## config.mk

```make
export PLATFORM = sky130hd
export DESIGN_NAME = ctl_regfile_slave
export DESIGN_NICKNAME = d
export VERILOG_FILES = /design/src/rtl/ctl_regfile_slave.sv
export SDC_FILE = /design/constraint.sdc
export NUM_CORES = 1
export LEC_CHECK = 0
export ABC_AREA = 1
export BUFFER_PORTS_ARGS = -buffer_cell sky130_fd_sc_hd__buf_2
export CORE_MARGIN = 4
export CORE_UTILIZATION = 55
export CTS_BUF_LIST = sky130_fd_sc_hd__clkbuf_8 sky130_fd_sc_hd__clkbuf_16
export CTS_CLUSTER_DIAMETER = 200
export DETAILED_ROUTE_END_ITERATION = 8
export PLACE_DENSITY = 0.78
export SYNTH_ARGS = -nofsm -noshare
export SYNTH_HDL_FRONTEND = slang
export SYNTH_SLANG_ARGS = --single-unit
```

## constraint.sdc

```tcl
create_clock -name clk -period 2 [get_ports clk]
set_input_delay 0.3 -clock clk [delete_from_list [all_inputs] [get_ports clk]]
set_output_delay 0.3 -clock clk [all_outputs]
set_load 0.02 [all_outputs]
```

## src/rtl/ctl_regfile_slave.sv

```systemverilog
module ctl_regfile_slave #(
  parameter logic [6:0] DEV_ADDR = 7'b1000000,
  parameter int NREG = 9,
  parameter int SYNC = 2
) (
  input  logic              clk,
  input  logic              rst_n,
  input  logic              scl_i,
  input  logic              sda_i,
  output logic              sda_pull_o,
  output logic [8*NREG-1:0] regs_o
);

  localparam int PW = 4;
  localparam int QUICK_REGS = 2;

  typedef enum logic [2:0] {S_IDLE, S_ADDR, S_FIRST, S_DATA, S_IGN} st_t;

  logic [SYNC-1:0] scl_sy, sda_sy;
  logic scl_s, sda_s, scl_q, sda_q;
  logic start_c, stop_c, scl_rise, scl_fall;
  st_t st, nxt_st;
  logic [3:0] bitcnt;
  logic in_ack;
  logic [7:0] sh;
  logic [PW-1:0] ptr, nxt_ptr, widx;
  logic byte_done, acc, wr;
  logic [7:0] regs [NREG];

  assign scl_s = scl_sy[SYNC-1];
  assign sda_s = sda_sy[SYNC-1];

  always_ff @(posedge clk or negedge rst_n)
    if (!rst_n) begin
      scl_sy <= '1; sda_sy <= '1; scl_q <= 1'b1; sda_q <= 1'b1;
    end else begin
      scl_sy <= {scl_sy[SYNC-2:0], scl_i};
      sda_sy <= {sda_sy[SYNC-2:0], sda_i};
      scl_q  <= scl_s;
      sda_q  <= sda_s;
    end

  assign start_c  = scl_s & scl_q & sda_q & ~sda_s;
  assign stop_c   = scl_s & scl_q & ~sda_q & sda_s;
  assign scl_rise = scl_s & ~scl_q;
  assign scl_fall = ~scl_s & scl_q;

  assign byte_done = scl_fall && !in_ack && bitcnt == 4'd8 &&
                     (st == S_ADDR || st == S_FIRST || st == S_DATA);

  always_comb begin
    acc = 1'b0; wr = 1'b0; nxt_st = st; nxt_ptr = ptr; widx = ptr;
    case (st)
      S_ADDR: begin
        if (sh == {DEV_ADDR, 1'b0}) begin acc = 1'b1; nxt_st = S_FIRST; end
        else nxt_st = S_IGN;
      end
      S_FIRST: begin
        case (sh[7:6])
          2'b00: begin wr = 1'b1; widx = 0; nxt_ptr = 1; acc = 1'b1; nxt_st = S_DATA; end
          2'b01: begin wr = 1'b1; widx = 1; nxt_ptr = 2; acc = 1'b1; nxt_st = S_DATA; end
          2'b10: nxt_st = S_IGN;
          default: begin
            if (int'(sh[3:0]) < NREG) begin
              nxt_ptr = sh[3:0]; acc = 1'b1; nxt_st = S_DATA;
            end else nxt_st = S_IGN;
          end
        endcase
      end
      S_DATA: begin
        if (int'(ptr) < NREG) begin
          wr = 1'b1; widx = ptr; nxt_ptr = ptr + 1'b1; acc = 1'b1;
        end else nxt_st = S_IGN;
      end
      default: ;
    endcase
  end

  always_ff @(posedge clk or negedge rst_n)
    if (!rst_n) begin
      st <= S_IDLE; bitcnt <= '0; in_ack <= 1'b0; sh <= '0; ptr <= '0; sda_pull_o <= 1'b0;
    end else if (start_c) begin
      st <= S_ADDR; bitcnt <= '0; in_ack <= 1'b0; sda_pull_o <= 1'b0;
    end else if (stop_c) begin
      st <= S_IDLE; bitcnt <= '0; in_ack <= 1'b0; sda_pull_o <= 1'b0;
    end else if (st == S_IDLE || st == S_IGN) begin
      sda_pull_o <= 1'b0;
    end else begin
      if (scl_rise && !in_ack && bitcnt < 4'd8) begin
        sh <= {sh[6:0], sda_s};
        bitcnt <= bitcnt + 1'b1;
      end
      if (scl_fall && in_ack) begin
        in_ack <= 1'b0; sda_pull_o <= 1'b0; bitcnt <= '0;
      end else if (byte_done) begin
        in_ack <= 1'b1; sda_pull_o <= acc; st <= nxt_st; ptr <= nxt_ptr;
      end
    end

  for (genvar g = 0; g < NREG; g++) begin : g_reg
    always_ff @(posedge clk or negedge rst_n)
      if (!rst_n) regs[g] <= '0;
      else if (byte_done && wr && int'(widx) == g) begin
        if (g < QUICK_REGS) regs[g][5:0] <= sh[5:0];
        else regs[g] <= sh;
      end
    assign regs_o[8*g +: 8] = regs[g];
  end


  ack_on_low_clk_chk: assert property (@(posedge clk) disable iff (!rst_n)
    $rose(sda_pull_o) |-> !scl_s);


  release_after_stop_chk: assert property (@(posedge clk) disable iff (!rst_n)
    stop_c |=> !sda_pull_o);


  bad_addr_nack_chk: assert property (@(posedge clk) disable iff (!rst_n)
    (byte_done && st == S_ADDR && sh != {DEV_ADDR, 1'b0}) |=> !sda_pull_o);


  quick_hi_keep_chk: assert property (@(posedge clk) disable iff (!rst_n)
    $stable(regs_o[7:6]) && $stable(regs_o[15:14]));


  ignore_no_write_chk: assert property (@(posedge clk) disable iff (!rst_n)
    (st == S_IGN) |=> $stable(regs_o));

endmodule

```

==> impl_results.md <==
- Core area: 7370 um^2
- Die area: 9200 um^2
- Max Clk Rate: ~0.54 GHz
- WL met3: 883 um
- R2R depth: 11
- Number of nets with antenna violations after routing: 0
- Routed len/inst: 15.1 um
- Max FO, Critical Path: 8
- Max-slew violation count: 0
- Final core area utilization: between 60 and 70%
- CTS Buffer Depth: 2
- Setup_tns: 0 ns
- Grt total ovfl: 0
- DRC viols: 0
- Fin crit period: between 1.5 and 2 ns
- Sw Ratio: between 20% and 30%
- Syn avg cell area: about 8.6 um^2
- Critical Path AT: ~2.1 ns
- Fill cells: a little over 600
- Final Cycle Share: between 90% and 100%
- Met2 wire length: roughly 4800 um
- PwrDens: 664 nW/um^2
- Critical Path RT: around 2.3 ns
- DR iter-0 viols: ~200
- Synth Instances: ~500
- Largest net degree at the start of global routing: 42
- Vias post-DR: 3625
- Final wirelength: about 10000 um
- Die Y: approximately 96 um
- R2r startpoint: ptr[0]
- Worst Hold Endpoint: scl_sy[0]
- Commonest non-fill, non-tap cells in the layout: nand2_1 (189), dfrtp_1 (89), nand3_1 (79), buf_2 (71), inv_1 (22)
- Nets: between 500 and 600
- CP peak stage delay: approximately 0.43 ns
- Reg2Reg Setup Slack: around 0.13 ns
- Most frequent cell on the critical path: nand2_1
- Design Power: 0.00334 W
- Sink Count: 95
- Startpoint Class: flop
- Skew final: 0.0132 ns
- Hold wc startpoint: scl_i
- Post-synth cell types: 27
- Cell taking the most area after synthesis: dfrtp_1
- Initial Util: between 50 and 60%
- CTS Root Cell: clkbuf_8
- Status: finished clean
- Kind of cell adding the most delay to the critical path: simple AND/OR/NAND/NOR gates
- Part of the Yosys area used for sequential elements: a little under three fifths
- Global-route wire length before repair: approximately 16000 um
- Area growth, synth to finish: 18.3%
- Routed vias/inst: ~5.3
- CTS buffer count: 9
- Diode count: 0
- Register share of total power: 58.7%
- RSZ-0062 raised after global routing: false
- GP Congestion: approximately 0.89
- H-Tree Depth: 3
- Count of final hold-check violations: 0
- Port Buffer Count: 72
- HP Class: primary input to flop
- Clock transition at path regs: roughly 0.10 ns
- Vias in the first global route: roughly 3400
- Peak VDD IR: 468 uV
- Yosys top cell area share: a little over half
- Crit Reg-Reg Endpoint: regs_o[24]
- Clock Power Share: a little over a third
- Commonest non-fill, non-tap cell in the layout: nand2_1
- TritonCTS clock tree: done
- Worst-Margin Slew: roughly 0.59 ns
- DP Wirelength: around 7000 um
- Max Used Layer: met4
- Logic pwr share: under 10%
- Num rows: 31
- Die Width: ~96 um
- Synthesis warning total: 0
- Pleak: between 2 and 3 nW
- Int Pwr: about 0.0025 W
- Number of I/O pins: a little under 80
- Net load switching power: roughly 0.00087 W
- WL met1: about 4500 um
- Worst path slowest cell: dfrtp_1
- Hold Path Depth: 1
- Number of synthesized register bits: 95
- Slew HR: between 60% and 70%
- Max Cap Viol: 0
- CP Class: flop to flop
- Worst path bufs/invs: 1
- Final Setup Violations: 0
- Synthesized cell area: between 4000 and 5000 um^2
- Tot GR Track Use: 23.1%
- Initial antenna violation count: 1
- Synth area leaders: dfrtp_1 (52%), nand2_1 (17%), nand3_1 (9.3%)
- Worst-Skew Late Latency: 0.36 ns
- Layout cells sized above 1: 25.5%
- Pre-antenna DRT Iters: 5
- Critical-path cell list: inv_1, ha_1, nand2_1, nand2_1, nand2_2, nand2_1, nand2_4, nor2_4, nand2_1, nand2_1, nand2_1
- CP Capture Type: flop
synthesized netlist by cell type:
library cell  number
ha_1               4
dfrtp_1           89
nor2_1            15
nor2_8             1
nor3_1             5
xnor2_1            1
buf_6              4
dfstp_2            6
clkbuf_1           7
nand4_1            1
nand2_4            1
buf_2              7
nand2_2           11
nor2_4             6
nor2_2             1
nand3b_1           1
buf_4              6
inv_2              8
inv_1             22
nand3_2            2
nand3_1           79
conb_1             1
o21a_1             1
xor2_1             1
a21oi_1            5
nand2_1          190
o21ai_0           20
how the worst max path moves through the flow:
stage                     startpoint  slack (ns)         end  depth (start not counted)
final                         ptr[0]        0.13  regs_o[24]                         11
after detailed placement      ptr[0]        0.14  regs_o[63]                         11
after CTS                     ptr[0]        0.12  regs_o[63]                         11
after global placement        ptr[0]        0.17  regs_o[13]                         12
after floorplan                scl_q        0.39  regs_o[10]                         10
after global routing          ptr[0]       0.001  regs_o[24]                         11
state kept, by name, summed over array words and instances (netlist names):
name	count
sda_pull_o	1
regs_o	68
sda_q	1
sda_sy	2
scl_q	1
scl_sy	2
in_ack	1
st	3
ptr	4
bitcnt	4
sh	8
final cells by class:
class | instances | area, um^2 | area share (%)
Sequential cell | 95 | 2380 | 47.4
Multi-Input combinational cell | 351 | 1630 | 32.5
Timing Repair Buffer | 96 | 588 | 11.7
Clock buffer | 9 | 124 | 2.46
Tap cell | 99 | 124 | 2.46
Inverter | 30 | 113 | 2.24
Clock inverter | 7 | 61.3 | 1.22
per-stage QoR:
stage	worst slack, ns	hold slack [ns]	area, um^2	std cells
final	0.134	0.0391	5030	687
after global routing	0.000964	0.0277	5030	687
after CTS	0.119	0.0288	4960	681
after detailed placement	0.142	0.288	4760	664
after global placement	0.169	0.290	4760	664
after floorplan	0.386	0.00441	4260	498
power groups by stage:
stage	combinational [W]	clock (W)	sequential (W)
final	0.000172	0.00121	0.00196
after CTS	0.000170	0.00123	0.00196
after detailed placement	0.000167	0	0.00200
after global routing	0.000193	0.00132	0.00196
after floorplan	0.0000845	0	0.00199
after global placement	0.000165	0	0.00199
timing repair:
| item | CTS | global route |
|---|---|---|
| endpoints found under the hold margin | 34 | 0 |
| hold buffers | 1 | 0 |
| buffers inserted | 0 | 3 |
| resized for setup | 0 | 1 |
| endpoints found under the setup margin | 0 | 53 |
metal layers:
| layer | global-route usage (%) | vias to the layer above |
|---|---|---|
| met3 | 4.53 | 21 |
| met4 | 9.24 | 0 |
| met2 | 35.4 | 152 |
| met1 | 32.4 | 1706 |
| met5 | 0 | - |
| li1 | - | 1746 |
cell families (layout without fill, tap and decap cells):
family | after synthesis | in the layout | synth area share, %
AO/OA/AOI/OAI | 26 | 26 | 3.12
XOR/XNOR | 2 | 2 | 0.412
adder cells (fa/ha/maj) | 4 | 4 | 1.18
buffers and inverters | 54 | 142 | 6.21
flip-flops | 95 | 95 | 56.1
other | 1 | 4 | 0.0882
AND/OR/NAND/NOR | 313 | 315 | 32.9
Power figures use the tool's default switching activity.
